<file path="src/rtl/dma_seq_pkg.sv">
package dma_seq_pkg;

   typedef enum logic [2:0] {
      ST_IDLE   = 3'd0,
      ST_REQ    = 3'd1,
      ST_ADR    = 3'd2,
      ST_ASSERT = 3'd3,
      ST_WAIT   = 3'd4,
      ST_REL    = 3'd5
   } seq_state_t;

   localparam int TYPE_W = 2;

   typedef enum logic [TYPE_W-1:0] {
      XT_VERIFY = 2'b00,
      XT_WRITE  = 2'b01,
      XT_READ   = 2'b10,
      XT_RSVD   = 2'b11
   } xfer_t;

   localparam int NUM_STROBES = 4;
   localparam int SB_MEMR = 0;
   localparam int SB_MEMW = 1;
   localparam int SB_IOR  = 2;
   localparam int SB_IOW  = 3;

   function automatic logic [NUM_STROBES-1:0] strobe_mask(xfer_t t);
      logic [NUM_STROBES-1:0] m;
      m = '0;
      case (t)
         XT_READ: begin
            m[SB_MEMR] = 1'b1;
            m[SB_IOW]  = 1'b1;
         end
         XT_WRITE: begin
            m[SB_IOR]  = 1'b1;
            m[SB_MEMW] = 1'b1;
         end
         default: m = '0;
      endcase
      return m;
   endfunction

endpackage

</file>
<file path="src/rtl/dma_seq_fsm.sv">
module dma_seq_fsm
   import dma_seq_pkg::*;
#(
   parameter bit SKIP_ADSTB = 1'b1
) (
   input  logic                 clk,
   input  logic                 rst,
   input  logic                 svc_req,
   input  logic                 hold_ack,
   input  logic                 ready,
   input  logic                 block_mode,
   input  logic                 hi_addr_chg,
   input  logic [TYPE_W-1:0]    xfer_type,
   output seq_state_t           state,
   output xfer_t                cur_type
);

   seq_state_t state_nx;
   logic       need_adr;
   logic       is_verify;
   logic       chain;

   generate
      if (SKIP_ADSTB) begin : g_skip
         assign need_adr = hi_addr_chg;
      end else begin : g_always
         logic unused_chg;
         assign unused_chg = hi_addr_chg;
         assign need_adr   = 1'b1;
      end
   endgenerate

   assign is_verify = (cur_type != XT_READ) && (cur_type != XT_WRITE);
   assign chain     = block_mode && svc_req && hold_ack;

   always_comb begin
      state_nx = state;
      case (state)
         ST_IDLE:   if (svc_req)  state_nx = ST_REQ;
         ST_REQ:    if (hold_ack) state_nx = ST_ADR;
         ST_ADR:    state_nx = ST_ASSERT;
         ST_ASSERT: state_nx = ST_WAIT;
         ST_WAIT:   if (ready || is_verify) state_nx = ST_REL;
         ST_REL: begin
            if (chain) state_nx = need_adr ? ST_ADR : ST_ASSERT;
            else       state_nx = ST_IDLE;
         end
         default:   state_nx = ST_IDLE;
      endcase
   end

   always_ff @(posedge clk) begin
      if (rst) begin
         state    <= ST_IDLE;
         cur_type <= XT_VERIFY;
      end else begin
         state <= state_nx;
         if (state == ST_REQ && hold_ack)
            cur_type <= xfer_t'(xfer_type);
      end
   end

   AST_VERIFY_NO_WAIT: assert property (@(posedge clk) disable iff (rst)
      (state == ST_WAIT && (cur_type == XT_VERIFY || cur_type == XT_RSVD)) |=> (state == ST_REL));
   AST_TYPE_HELD: assert property (@(posedge clk) disable iff (rst)
      (state inside {ST_ASSERT, ST_WAIT}) |=> $stable(cur_type));
   AST_REQ_WAITS: assert property (@(posedge clk) disable iff (rst)
      (state == ST_REQ && !hold_ack) |=> (state == ST_REQ));

endmodule

</file>
<file path="src/rtl/dma_seq_strobe.sv">
module dma_seq_strobe
   import dma_seq_pkg::*;
(
   input  seq_state_t              state,
   input  xfer_t                   cur_type,
   output logic [NUM_STROBES-1:0]  strb_act
);

   logic                   phase_on;
   logic [NUM_STROBES-1:0] mask;

   assign phase_on = (state == ST_ASSERT) || (state == ST_WAIT);
   assign mask     = strobe_mask(cur_type);

   for (genvar i = 0; i < NUM_STROBES; i++) begin : g_strb
      assign strb_act[i] = phase_on & mask[i];
   end

endmodule

</file>
<file path="src/rtl/dma_cycle_seq.sv">
module dma_cycle_seq
   import dma_seq_pkg::*;
#(
   parameter bit SKIP_ADSTB = 1'b1
) (
   input  logic        clk,
   input  logic        rst,
   input  logic        svc_req,
   input  logic        hold_ack,
   input  logic        ready,
   input  logic [1:0]  xfer_type,
   input  logic        block_mode,
   input  logic        hi_addr_chg,
   output logic        hold_req,
   output logic        bus_drive,
   output logic        aen,
   output logic        adstb,
   output logic        memr_n,
   output logic        memw_n,
   output logic        ior_n,
   output logic        iow_n,
   output logic        xfer_done
);

   initial begin
      assert (TYPE_W == 2) else $error("transfer type width must be 2");
      assert (NUM_STROBES == 4) else $error("four strobes expected");
   end

   seq_state_t             state;
   xfer_t                  cur_type;
   logic [NUM_STROBES-1:0] strb_act;

   dma_seq_fsm #(.SKIP_ADSTB(SKIP_ADSTB)) u_fsm (
      .clk         (clk),
      .rst         (rst),
      .svc_req     (svc_req),
      .hold_ack    (hold_ack),
      .ready       (ready),
      .block_mode  (block_mode),
      .hi_addr_chg (hi_addr_chg),
      .xfer_type   (xfer_type),
      .state       (state),
      .cur_type    (cur_type)
   );

   dma_seq_strobe u_strb (
      .state    (state),
      .cur_type (cur_type),
      .strb_act (strb_act)
   );

   assign hold_req  = (state != ST_IDLE);
   assign bus_drive = (state == ST_ADR) || (state == ST_ASSERT) ||
                      (state == ST_WAIT) || (state == ST_REL);
   assign aen       = bus_drive;
   assign adstb     = (state == ST_ADR);
   assign xfer_done = (state == ST_REL);
   assign memr_n    = ~strb_act[SB_MEMR];
   assign memw_n    = ~strb_act[SB_MEMW];
   assign ior_n     = ~strb_act[SB_IOR];
   assign iow_n     = ~strb_act[SB_IOW];

   AST_IDLE_RELEASED: assert property (@(posedge clk) disable iff (rst)
      !hold_req |-> (!bus_drive && memr_n && memw_n && ior_n && iow_n));
   AST_ADSTB_PULSE: assert property (@(posedge clk) disable iff (rst)
      adstb |=> !adstb);
   AST_ADSTB_WITH_AEN: assert property (@(posedge clk) disable iff (rst)
      adstb |-> aen);
   AST_READ_PAIR: assert property (@(posedge clk) disable iff (rst)
      !memr_n |-> (!iow_n && ior_n && memw_n));
   AST_WRITE_PAIR: assert property (@(posedge clk) disable iff (rst)
      !ior_n |-> (!memw_n && memr_n && iow_n));
   AST_READY_STRETCH: assert property (@(posedge clk) disable iff (rst)
      (!memr_n && !ready) |=> !memr_n);
   AST_DONE_SINGLE: assert property (@(posedge clk) disable iff (rst)
      xfer_done |=> !xfer_done);
   AST_DONE_RELEASED: assert property (@(posedge clk) disable iff (rst)
      xfer_done |-> (memr_n && memw_n && ior_n && iow_n && aen));

endmodule

</file>
<file path="config.mk">
export PLATFORM = sky130hd
export DESIGN_NAME = dma_cycle_seq
export DESIGN_NICKNAME = d
export VERILOG_FILES = /design/src/rtl/dma_seq_pkg.sv /design/src/rtl/dma_seq_fsm.sv /design/src/rtl/dma_seq_strobe.sv /design/src/rtl/dma_cycle_seq.sv
export SDC_FILE = /design/constraint.sdc
export NUM_CORES = 1
export LEC_CHECK = 0
export ABC_AREA = 0
export BUFFER_PORTS_ARGS = -buffer_cell sky130_fd_sc_hd__clkbuf_2
export CORE_AREA = 2 2 39 41
export DETAILED_ROUTE_END_ITERATION = 6
export DIE_AREA = 0 0 41 43
export HOLD_SLACK_MARGIN = 0.06
export PLACE_DENSITY = 0.57
export SLEW_MARGIN = 10
export SYNTH_ARGS = -nofsm -noshare
export SYNTH_HDL_FRONTEND = slang
export SYNTH_SLANG_ARGS = --single-unit
</file>
<file path="constraint.sdc">
create_clock -name clk -period 1.2 [get_ports clk]
set_input_delay 0.12 -clock clk [delete_from_list [all_inputs] [get_ports clk]]
set_output_delay 0.12 -clock clk [all_outputs]
set_load 0.01 [all_outputs]
</file>
==> metrics <==
GRT Resource Usage Total=0.132; vias=400; Area Growth Syn to Fin=82.6%; worst-path fanout max=6; Setup violations, final=8; clock share of power=0.331; RSZ-0062 raised after global routing=yes; post-place setup slack=-0.0316 ns; Placer Congestion=approximately 0.76; Slew Limit Fails=0; Syn Area/Cell=8.85 µm²; Yosys cell types=22; switch share=0.298; Core ar.=between 1000 and 1500 µm²; Post-Syn Nets=54; crit-path cells=nand2b_4 -> mux2i_4 -> nand2_1 -> buf_2; post-route design area=between 600 and 700 µm²; drt drc=0; hold_sp=rst; Crit path max-delay family=flip-flops; largest net degree at the start of global routing=12; antenna viol nets, final=0; Ys Warns=0; Max-slew headroom=0.847; final wirelength=917 µm; CTS root buf=clkbuf_4; WS Path Type=flip-flop to output port; final design utilization=0.502; sw power=~0.18 mW; Ports=18; number of global-route vias before repair=375; CP bufs+invs=1; Setup crit start kind=flip-flop; vias per cell=4.49; final hold vios=0; final setup margin=-0.0778 ns; Mapped Area=380 µm²; Leak=0.308 nW; sequential area share after synthesis=0.263; CTS tree=done; placed inst area=487 µm²; Peak supply drop=0.525 mV; DP Cell Count=just under 80; share of layout cells above drive strength 1=0.699; CP max-delay cell=dfxtp_4; most frequent cells in the layout=12 x clkbuf_2, 11 x buf_4, 7 x buf_6; worst r2r src=u_fsm.cur_type[0]; Power Internal=roughly 0.42 mW; Die Area=around 1800 µm²; sequential power share=0.331; WHS=0.107 ns; final cell count without fillers=89; CP endpoint kind=output port; grt total ovfl=0; maximum clock path buffer count=2; failing checks=setup timing; Pre-antenna DRT Iters=4; initial DRC count=7; Seq cells post-synth=5; global-route wire length before repair=1.55 mm; number of max-cap violations=0; Tot Pwr=around 0.6 mW; Gate power share=0.338; diodes inserted=0; Core Rows=14; Hold Crit Class=input port to flip-flop; Worst Clk Skew=roughly 0.013 ns; port buffer count=17; layout net count=85; Cells after Synth=43; Tmin final=1.28 ns; setup TNS=-0.333 ns; crit path from=u_fsm.state[1]; PwrDens=862 nW/µm²; H-tree levels=1; Die Y=43 µm; Num Clock Sinks=5; Detail Placement HPWL=628 µm; Least-Margin Pin Slew=0.228 ns; Die Wd=a little over 40 µm; CP arrival=roughly 1.2 ns; clock slew at reported path FFs=0.06 ns; CTS Buf Count=3; most common cell after layout, fill and taps aside=clkbuf_2; Worst EP required=1.08 ns; Worst-Skew Late Latency=0.25 ns; CP max stage delay=0.36 ns; fin crit share=1.06; drt wl/cell=slightly above 10 µm; outcome=finished, violations left; fmax=0.783 GHz; initial antenna violation count=0; initial core utilization=0.275
synth_stat cells, drive strengths merged:
cell type | n | area, µm²
mux2i | 3 | 30.0
buf | 5 | 45.0
nor2 | 5 | 18.8
a211oi | 1 | 7.51
o21ba | 1 | 10.0
ha | 2 | 25.0
and4bb | 1 | 12.5
a22o | 1 | 8.76
a21oi | 1 | 5.00
nand2 | 4 | 15.0
nor4 | 1 | 6.26
and2b | 1 | 7.51
nand4b | 1 | 8.76
inv | 3 | 11.3
nor3 | 1 | 5.00
nand3b | 1 | 7.51
nor4b | 1 | 15.0
or3 | 1 | 6.26
nand2b | 3 | 18.8
dfxtp | 5 | 100
o32ai | 1 | 16.3
power by group through the flow:
stage	Sequential, mW	Clock (mW)	Combinational, mW
3_5_place_dp	0.202	0	0.121
6_report	0.198	0.198	0.202
3_3_place_gp	0.203	0	0.119
2_1_floorplan	0.190	0	0.0896
4_1_cts	0.200	0.202	0.150
5_1_grt	0.200	0.230	0.223
timing repair:
item,in CTS,in global routing
buffers inserted,5,3
hold buffers,0,0
resized for setup,13,20
pin swaps,3,6
endpoints found under the setup margin,11,12
cloned,0,0
worst paths after layout:
path                        to  slack [ns]  cells past startpoint
min reg2reg     u_fsm.state[0]        0.56                      1
min          u_fsm.cur_type[0]        0.11                      2
max reg2reg     u_fsm.state[0]       -0.03                      5
max                     memr_n       -0.08                      4
per-layer routing:
metal	global-route usage	part of all wire	vias to the layer above
met4	0.0600	0	0
met2	0.203	0.59	8
met1	0.154	0.38	183
met3	0.0471	0.028	0
li1	-	-	209
met5	0	0	-
cells by family after synthesis:
family	Yosys count	share of synthesized area
AOI/OAI and AO/OA	5	0.125
adders and majority gates	2	0.0658
buffers and inverters	8	0.148
DFF	5	0.263
muxes	3	0.0790
and+or+nand+nor	20	0.319
final cells by class:
class,instances,area [µm²]
Sequential cell,5,114
Multi-Input combinational cell,30,295
Tap cell,16,20.0
Clock buffer,3,22.5
Clock inverter,1,5.00
Fill cell,133,689
Inverter,3,11.3
Timing Repair Buffer,31,226
flip-flops by register name, indices dropped and copies added, names as in the netlist:
register / flops
u_fsm.cur_type: 2
u_fsm.state: 3
Note: power is estimated with default switching activity, not from simulation.
